$ cat src/rtl/tag_init_pkg.sv
package tag_init_pkg;
  typedef enum logic [1:0] {
    PH_CFG   = 2'd0,
    PH_DELAY = 2'd1,
    PH_READ  = 2'd2
  } phase_e;
endpackage

$ cat src/rtl/init_timer.sv
module init_timer #(
  parameter int CNT_W = 13
) (
  input  logic             clk,
  input  logic             rst_n,
  input  logic             run,
  input  logic             clr,
  input  logic [CNT_W-1:0] limit,
  output logic             done
);
  logic [CNT_W-1:0] cnt_q, cnt_d;

  assign done = run && (cnt_q == limit);

  always_comb begin
    cnt_d = cnt_q;
    if (clr)      cnt_d = '0;
    else if (run) cnt_d = cnt_q + 1'b1;
  end

  always_ff @(posedge clk or negedge rst_n) begin
    if (!rst_n) cnt_q <= '0;
    else        cnt_q <= cnt_d;
  end
endmodule

$ cat src/rtl/cfg_loader.sv
module cfg_loader #(
  parameter int DATA_W = 32
) (
  input  logic              clk,
  input  logic              rst_n,
  input  logic              active,
  input  logic              restart,
  input  logic              mem_valid,
  input  logic [DATA_W-1:0] mem_data,
  output logic              mem_req,
  output logic              loaded,
  output logic [DATA_W-1:0] cfg_word
);
  logic              loaded_q, loaded_d;
  logic [DATA_W-1:0] cfg_q, cfg_d;
  logic              take;

  assign mem_req  = active && !loaded_q;
  assign take     = mem_req && mem_valid && !restart;
  assign loaded   = loaded_q;
  assign cfg_word = cfg_q;

  always_comb begin
    loaded_d = loaded_q;
    cfg_d    = cfg_q;
    if (restart) begin
      loaded_d = 1'b0;
    end else if (take) begin
      loaded_d = 1'b1;
      cfg_d    = mem_data;
    end
  end

  always_ff @(posedge clk or negedge rst_n) begin
    if (!rst_n) begin
      loaded_q <= 1'b0;
      cfg_q    <= '0;
    end else begin
      loaded_q <= loaded_d;
      cfg_q    <= cfg_d;
    end
  end
endmodule

$ cat src/rtl/tag_init_seq.sv
module tag_init_seq
  import tag_init_pkg::*;
#(
  parameter int CFG_CLKS   = 192,
  parameter int DELAY_CLKS = 8190,
  parameter int DATA_W     = 32,
  parameter int ADDR_W     = 3,
  parameter int DELAY_BIT  = 24
) (
  input  logic              clk,
  input  logic              rst_n,
  input  logic              field_gap,
  input  logic              mem_valid,
  input  logic [DATA_W-1:0] mem_data,
  output logic              mem_req,
  output logic [ADDR_W-1:0] mem_addr,
  output logic              damping,
  output logic              init_busy,
  output logic              read_mode,
  output logic              read_mode_start,
  output logic [DATA_W-1:0] cfg_word,
  output logic              gap_out
);
  localparam int MAX_CLKS = (CFG_CLKS > DELAY_CLKS) ? CFG_CLKS : DELAY_CLKS;
  localparam int CNT_W    = $clog2(MAX_CLKS);

  phase_e           ph_q, ph_d;
  logic             start_q, start_d;
  logic             in_init, restart, done, loaded, delay_sel;
  logic [CNT_W-1:0] limit;

  assign in_init   = (ph_q != PH_READ);
  assign restart   = field_gap && in_init;
  assign limit     = (ph_q == PH_CFG) ? CNT_W'(CFG_CLKS - 1) : CNT_W'(DELAY_CLKS - 1);
  assign delay_sel = loaded && cfg_word[DELAY_BIT];

  init_timer #(.CNT_W(CNT_W)) u_timer (
    .clk   (clk),
    .rst_n (rst_n),
    .run   (in_init),
    .clr   (restart || done),
    .limit (limit),
    .done  (done)
  );

  cfg_loader #(.DATA_W(DATA_W)) u_loader (
    .clk       (clk),
    .rst_n     (rst_n),
    .active    (ph_q == PH_CFG),
    .restart   (restart),
    .mem_valid (mem_valid),
    .mem_data  (mem_data),
    .mem_req   (mem_req),
    .loaded    (loaded),
    .cfg_word  (cfg_word)
  );

  always_comb begin
    ph_d = ph_q;
    unique case (ph_q)
      PH_CFG: begin
        if (restart)   ph_d = PH_CFG;
        else if (done) ph_d = delay_sel ? PH_DELAY : PH_READ;
      end
      PH_DELAY: begin
        if (restart)   ph_d = PH_CFG;
        else if (done) ph_d = PH_READ;
      end
      default: ph_d = PH_READ;
    endcase
    start_d = in_init && (ph_d == PH_READ);
  end

  always_ff @(posedge clk or negedge rst_n) begin
    if (!rst_n) begin
      ph_q    <= PH_CFG;
      start_q <= 1'b0;
    end else begin
      ph_q    <= ph_d;
      start_q <= start_d;
    end
  end

  assign mem_addr        = '0;
  assign damping         = in_init;
  assign init_busy       = in_init;
  assign read_mode       = !in_init;
  assign read_mode_start = start_q;
  assign gap_out         = field_gap && !in_init;
endmodule

$ cat config.mk
export PLATFORM = sky130hd
export DESIGN_NAME = tag_init_seq
export DESIGN_NICKNAME = d
export VERILOG_FILES = /design/src/rtl/tag_init_pkg.sv /design/src/rtl/init_timer.sv /design/src/rtl/cfg_loader.sv /design/src/rtl/tag_init_seq.sv
export SDC_FILE = /design/constraint.sdc
export NUM_CORES = 1
export LEC_CHECK = 0
export BUFFER_PORTS_ARGS = -buffer_cell sky130_fd_sc_hd__clkbuf_2
export CAP_MARGIN = 20
export CORE_ASPECT_RATIO = 1.25
export CORE_MARGIN = 8
export CORE_UTILIZATION = 42
export DETAILED_ROUTE_END_ITERATION = 12
export PLACE_DENSITY = 0.76
export SLEW_MARGIN = 30
export SYNTH_ARGS = -nofsm -noshare
export SYNTH_HDL_FRONTEND = slang
export SYNTH_SLANG_ARGS = --single-unit
export TNS_END_PERCENT = 30
$ cat constraint.sdc
create_clock -name clk -period 2.1 [get_ports clk]
set_input_delay 0.525 -clock clk [delete_from_list [all_inputs] [get_ports clk]]
set_output_delay 0.525 -clock clk [all_outputs]
set_load 0.005 [all_outputs]
==> results of run 1 <==
[cells by family (layout without fill, tap and decap cells)]
group,after synthesis,in the layout,synth area share [%]
DFF,49,49,57.31
muxes,34,34,17.78
and+or+nand+nor,50,50,12.46
AOI/OAI and AO/OA,18,18,6.374
buffers and inverters,13,89,3.275
adders and majority gates,1,1,0.5847
xor gates and xnor gates,5,5,2.047
other,1,3,0.1753
[routing by layer]
layer / GRT usage, % / share of wire, %
met1: 12.63 / 39
met2: 20.35 / 51
met5: 0 / 0
met3: 2.710 / 7.9
met4: 6.383 / 1.8
[placed cells by master, fill, tap and decap left out, types with 3 or more instances in the layout]
cell      instances
a211oi_1          4
a211oi_2          3
and2_1            4
buf_4             4
clkbuf_2         73
clkbuf_8          6
conb_1            3
dfrtp_1          49
mux2_2           32
nand2_1           8
nand3_1           4
nand4_1           6
nor2_1            8
nor3_1            8
o21ai_0           4
or3_1             5
xor2_1            4
[worst max-delay path: cells and delay by family, from the launching register on]
kind,cells,cell delay [ps]
compound gates,1,220
simple gates,3,1070
buf+inv,1,70
flops,1,460
[sequential cells by signal, summed over array words and instances, names as in the netlist]
register / count
u_loader.loaded: 1
ph_q: 2
u_timer.cnt_q: 13
read_mode_start: 1
u_loader.cfg_word: 32
[through the flow]
stage	power, mW	setup WS, ps	hold slack (ps)	utilization (%)	instances
final	2.056	190.8	250.7	53.85	311
after CTS	2.108	215.4	260.7	53.85	311
after global routing	2.189	135.7	290.4	53.85	311
after floorplan	1.314	339.8	229.4	-	173
after detailed placement	1.528	235.7	495.0	51.92	303
after global placement	1.511	281.1	489.5	51.92	303
[path summary, 6_finish.rpt]
kind,start,end,slack [ps],cells after the start
min in group clk,mem_data[25],u_loader.cfg_word[25],460,2
max in group asynchronous,rst_n,u_timer.cnt_q[3],1300,2
worst min-delay path,rst_n,u_loader.cfg_word[20],250,1
worst max-delay path,ph_q[0],u_timer.cnt_q[12],190,5
worst max register to register,ph_q[0],u_timer.cnt_q[12],190,5
worst min register to register,u_loader.cfg_word[19],u_loader.cfg_word[19],510,1
[cell type report]
class	count	area (um2)
repair buffers	79	435.4
inverters	2	7.507
clock inverters	2	13.76
flip-flops and latches	49	1226
multi-input cells	111	853.3
clock buffers	6	82.58
well taps	62	77.57
fillers	447	2311
[power groups by stage]
stage                     combinational (mW)  sequential (mW)  clock, mW
after CTS                              0.376             1.13      0.599
after detailed placement               0.375             1.15          0
after global placement                 0.366             1.14          0
final                                  0.363             1.13      0.562
after global routing                   0.406             1.15      0.631
after floorplan                        0.156             1.16          0
==> results_dict.tcl, run 1 <==
set metrics [dict create \
    status "finished clean" \
    combPwrFrac_pct 17.6 \
    slew_headroom_pct 56.21 \
    vdd_drop_max_v 0.0004812 \
    ios 77 \
    htreeDepth 2 \
    p_seq_share_pct 55.0 \
    antenna_found_initial 0 \
    final_nets 285 \
    drive_gt1_share_pct 50.20 \
    grt-ovfl-total 0 \
    endpoint_kind "register" \
    synth-main-ff-cell "dfrtp_1" \
    netlist_area_um2 2140 \
    clkPwrFrac_pct 27.4 \
    yosys.cell_types.count 31 \
    tightest_slew_ps 656.8 \
    yosysMostFrequentCell "dfrtp_1" \
    area_delta_synth_final_pct 26.02 \
    wirelength_mm 4.481 \
    cts_buffers 5 \
    crit_required_ps 2300 \
    drc 0 \
    crit_chain "nand2b_1 > inv_2 > or4b_4 > or3_1 > a211oi_2" \
    yosysWarnings 0 \
    place_congestion 0.8008 \
    fmax_ghz 0.5238 \
    clkLatencyLatePin_ps 290 \
    die_h_um 95.80 \
    clockRootBuffer "clkbuf_8" \
    route.antenna.remaining_nets 0 \
    die_w_um 79.84 \
    rows 29 \
    final_area_um2 2696 \
    dpl_cell_area_um2 2600 \
    via_per_inst 5.006 \
    core-area_um2 5007 \
    synthTopCellsByArea "dfrtp_1, mux2_2, nor3_1, a211oi_2, nand4_1" \
    cts_tree "done" \
    critPathKind "reg -> reg" \
    clock-sinks 49 \
    dp_hpwl_mm 3.500 \
    setup_tns_ps 0 \
    synth_cells 171 \
    drt_first_pass_iters 6 \
    synth.avg_cell_area_um2 12.51 \
    worst_ep_arrival_time_ps 2110 \
    hold_path.class "in -> async" \
    drv_cap 0 \
    switchingPower_uw 509.4 \
    hold_viol 0 \
    synthTopCellsByCount "dfrtp_1, mux2_2, nor2_1" \
    yosys_register_bits 49 \
    grtUsageTotal_pct 11.59 \
    vias 1557 \
    post-route-period-util_pct 90.92 \
    pwr_density_cell_nw_per_um2 762.6 \
    synth_edf_count 0 \
    skew_ps 9.015 \
    async_flop_share_pct 100.0 \
    io_buffers 73 \
    start_util_pct 42.73 \
    ctsResizeCount 0 \
    seq_area_frac_synth_pct 57.31 \
    grt_pass1_vias 1563 \
    antenna_cells 0 \
    critPathMaxStageDelay_ps 560 \
    grt_setup_unrepaired "false" \
    start_kind "register" \
    p_sw_share_pct 24.78 \
    timing.final.crit_period_ps 1909 \
    clk_path_buf_depth 2 \
    drtIter0Drc 44 \
    drv_slew 0 \
    slowest_stage "or4b_4" \
    grt_start_max_net_pins 33 \
    yosysTopAreaCellShare_pct 57.31 \
    yosys.area.top_type "dfrtp_1" \
    cts_setup_buffers 0 \
    clk_pin_slew_ps 90 \
    cts_hold_buf 0 \
    p_leak_nw 1.273 \
    wl_per_cell_um 14.41 \
    grt_pass1_wl_mm 7.107 \
    cp_max_fo 7 \
    internal-power_mw 1.547 \
    setup_viol 0 \
    dieArea_um2 7649 \
]
No activity file was read; power rests on OpenSTA's default activity.
==> run 2: changes to the inputs <==
- CORE_UTILIZATION: 42 -> 49
- PLACE_DENSITY: 0.76 -> 0.86
==> run 2 against run 1 <==
Via count is 4.0% higher. Largest cell class unchanged. Sequential power hardly changed. Power is 5.9% higher.
==> results_dict.tcl, run 2 (synthesis results as in run 1) <==
set metrics [dict create \
    status "finished clean" \
    crit_required_ps 2320 \
    cp_max_fo 5 \
    drc 0 \
    grt-ovfl-total 0 \
    slowest_stage "or4b_4" \
    area_delta_synth_final_pct 26.73 \
    clock-sinks 49 \
    cts_buffers 5 \
    start_kind "register" \
    r2r_slack_ps 170 \
    finalPower_mw 2.178 \
    hold_viol 0 \
    wl_met2_mm 2.407 \
    r2r_start "u_timer.cnt_q[1]" \
    stdcell_count 307 \
    clk_pin_slew_ps 80 \
    p_leak_nw 1.280 \
    ios 77 \
    drive_gt1_share_pct 49.80 \
    grtUsageTotal_pct 14.18 \
    setup_viol 0 \
    critPathMaxStageDelay_ps 520 \
    setup_tns_ps 0 \
    clk_path_buf_depth 2 \
    top_layer "met4" \
    grt_start_max_net_pins 33 \
    pwr_density_cell_nw_per_um2 803.2 \
    via_per_inst 5.277 \
    final_area_um2 2711 \
    ctsResizeCount 0 \
    layout_commonest_cell "clkbuf_2" \
    largest_reg_flops 32 \
    route.antenna.remaining_nets 0 \
    antenna_cells 0 \
    cts_setup_buffers 0 \
    antenna_found_initial 0 \
    start_util_pct 49.87 \
    vdd_drop_max_v 0.0005853 \
    die_h_um 89.88 \
    grt_pass1_wl_mm 7.514 \
    dp_cells 299 \
    clockRootBuffer "clkbuf_8" \
    r2r-end "u_timer.cnt_q[12]" \
    crit_chain "ha_1 > nand2_1 > or4b_4 > or3_1 > a211oi_2" \
    endpoint_kind "register" \
    grt_pass1_vias 1726 \
    skew_ps 3.756 \
    grt_setup_unrepaired "false" \
    place_congestion 0.8499 \
    wl_met3_um 415 \
    wl_per_cell_um 15.11 \
    fin_util_pct 63.20 \
    dieArea_um2 6750 \
    hold_path.class "in -> async" \
    path_buf_inv 0 \
    cts_hold_buf 0 \
    wirelength_mm 4.639 \
    io_buffers 73 \
    r2r_cells 5 \
    post-route-period-util_pct 91.84 \
    fmax_ghz 0.5185 \
    wl_met1_mm 1.702 \
    clkLatencyLatePin_ps 300 \
    drv_slew 0 \
    tightest_slew_ps 620.3 \
    rows 27 \
    worst_ep_arrival_time_ps 2140 \
    die_w_um 75.10 \
    drv_cap 0 \
    htreeDepth 2 \
    path_delay_family "simple AND/OR/NAND/NOR gates" \
    final_nets 285 \
    drt_first_pass_iters 4 \
    critPathKind "reg -> reg" \
    vias 1620 \
    drtIter0Drc 19 \
    dpl_cell_area_um2 2595 \
    dp_hpwl_mm 3.528 \
    slew_headroom_pct 58.65 \
    cts_tree "done" \
    final_cell_mix "clkbuf_2, dfrtp_1, mux2_2" \
    timing.final.crit_period_ps 1929 \
    core-area_um2 4290 \
]
[run 2: cell count changes in the layout (fill, tap and decap cells not counted)]
cell and change:
bufinv_16 +1, clkbuf_1 +1, clkinv_2 -1, clkinv_4 -1
[run 2: report_power, final]
group          leakage (nW)  switching [mW]  internal, mW
logic                 0.611           0.151         0.214
registers             0.610          0.0664          1.07
clock network        0.0585           0.292         0.388
total                  1.28           0.509          1.67
[run 2: area by class of cell]
cell class | instances | area (um2)
fillers | 348 | 1579
flip-flops and latches | 49 | 1226
multi-input cells | 111 | 853.3
repair buffers | 79 | 435.4
clock buffers | 7 | 86.33
well taps | 58 | 72.57
clock inverters | 1 | 30.03
inverters | 2 | 7.507
[run 2: how the worst max path moves through the flow]
stage                      from                 to  slack [ps]  cells past startpoint
6_report       u_timer.cnt_q[1]  u_timer.cnt_q[12]         170                      5
5_1_grt        u_timer.cnt_q[1]  u_timer.cnt_q[10]          80                      5
4_1_cts        u_timer.cnt_q[1]  u_timer.cnt_q[10]         180                      5
3_5_place_dp   u_timer.cnt_q[0]  u_timer.cnt_q[10]         220                      5
3_3_place_gp            ph_q[0]  u_timer.cnt_q[12]         290                      5
2_1_floorplan           ph_q[0]  u_timer.cnt_q[10]         340                      5
[run 2: stage by stage]
step	worst slack, ps	hold slack, ps
after floorplan	339.8	229.4
after global placement	295.0	488.5
after detailed placement	218.5	495.7
after CTS	176.5	236.7
after global routing	75.93	259.6
final	171.3	225.0
[run 2: per-layer routing]
layer	global-route usage, %	up-vias
li1	-	764
met1	13.90	779
met2	25.72	68
met3	3.667	9
met4	6.885	0
met5	0	-
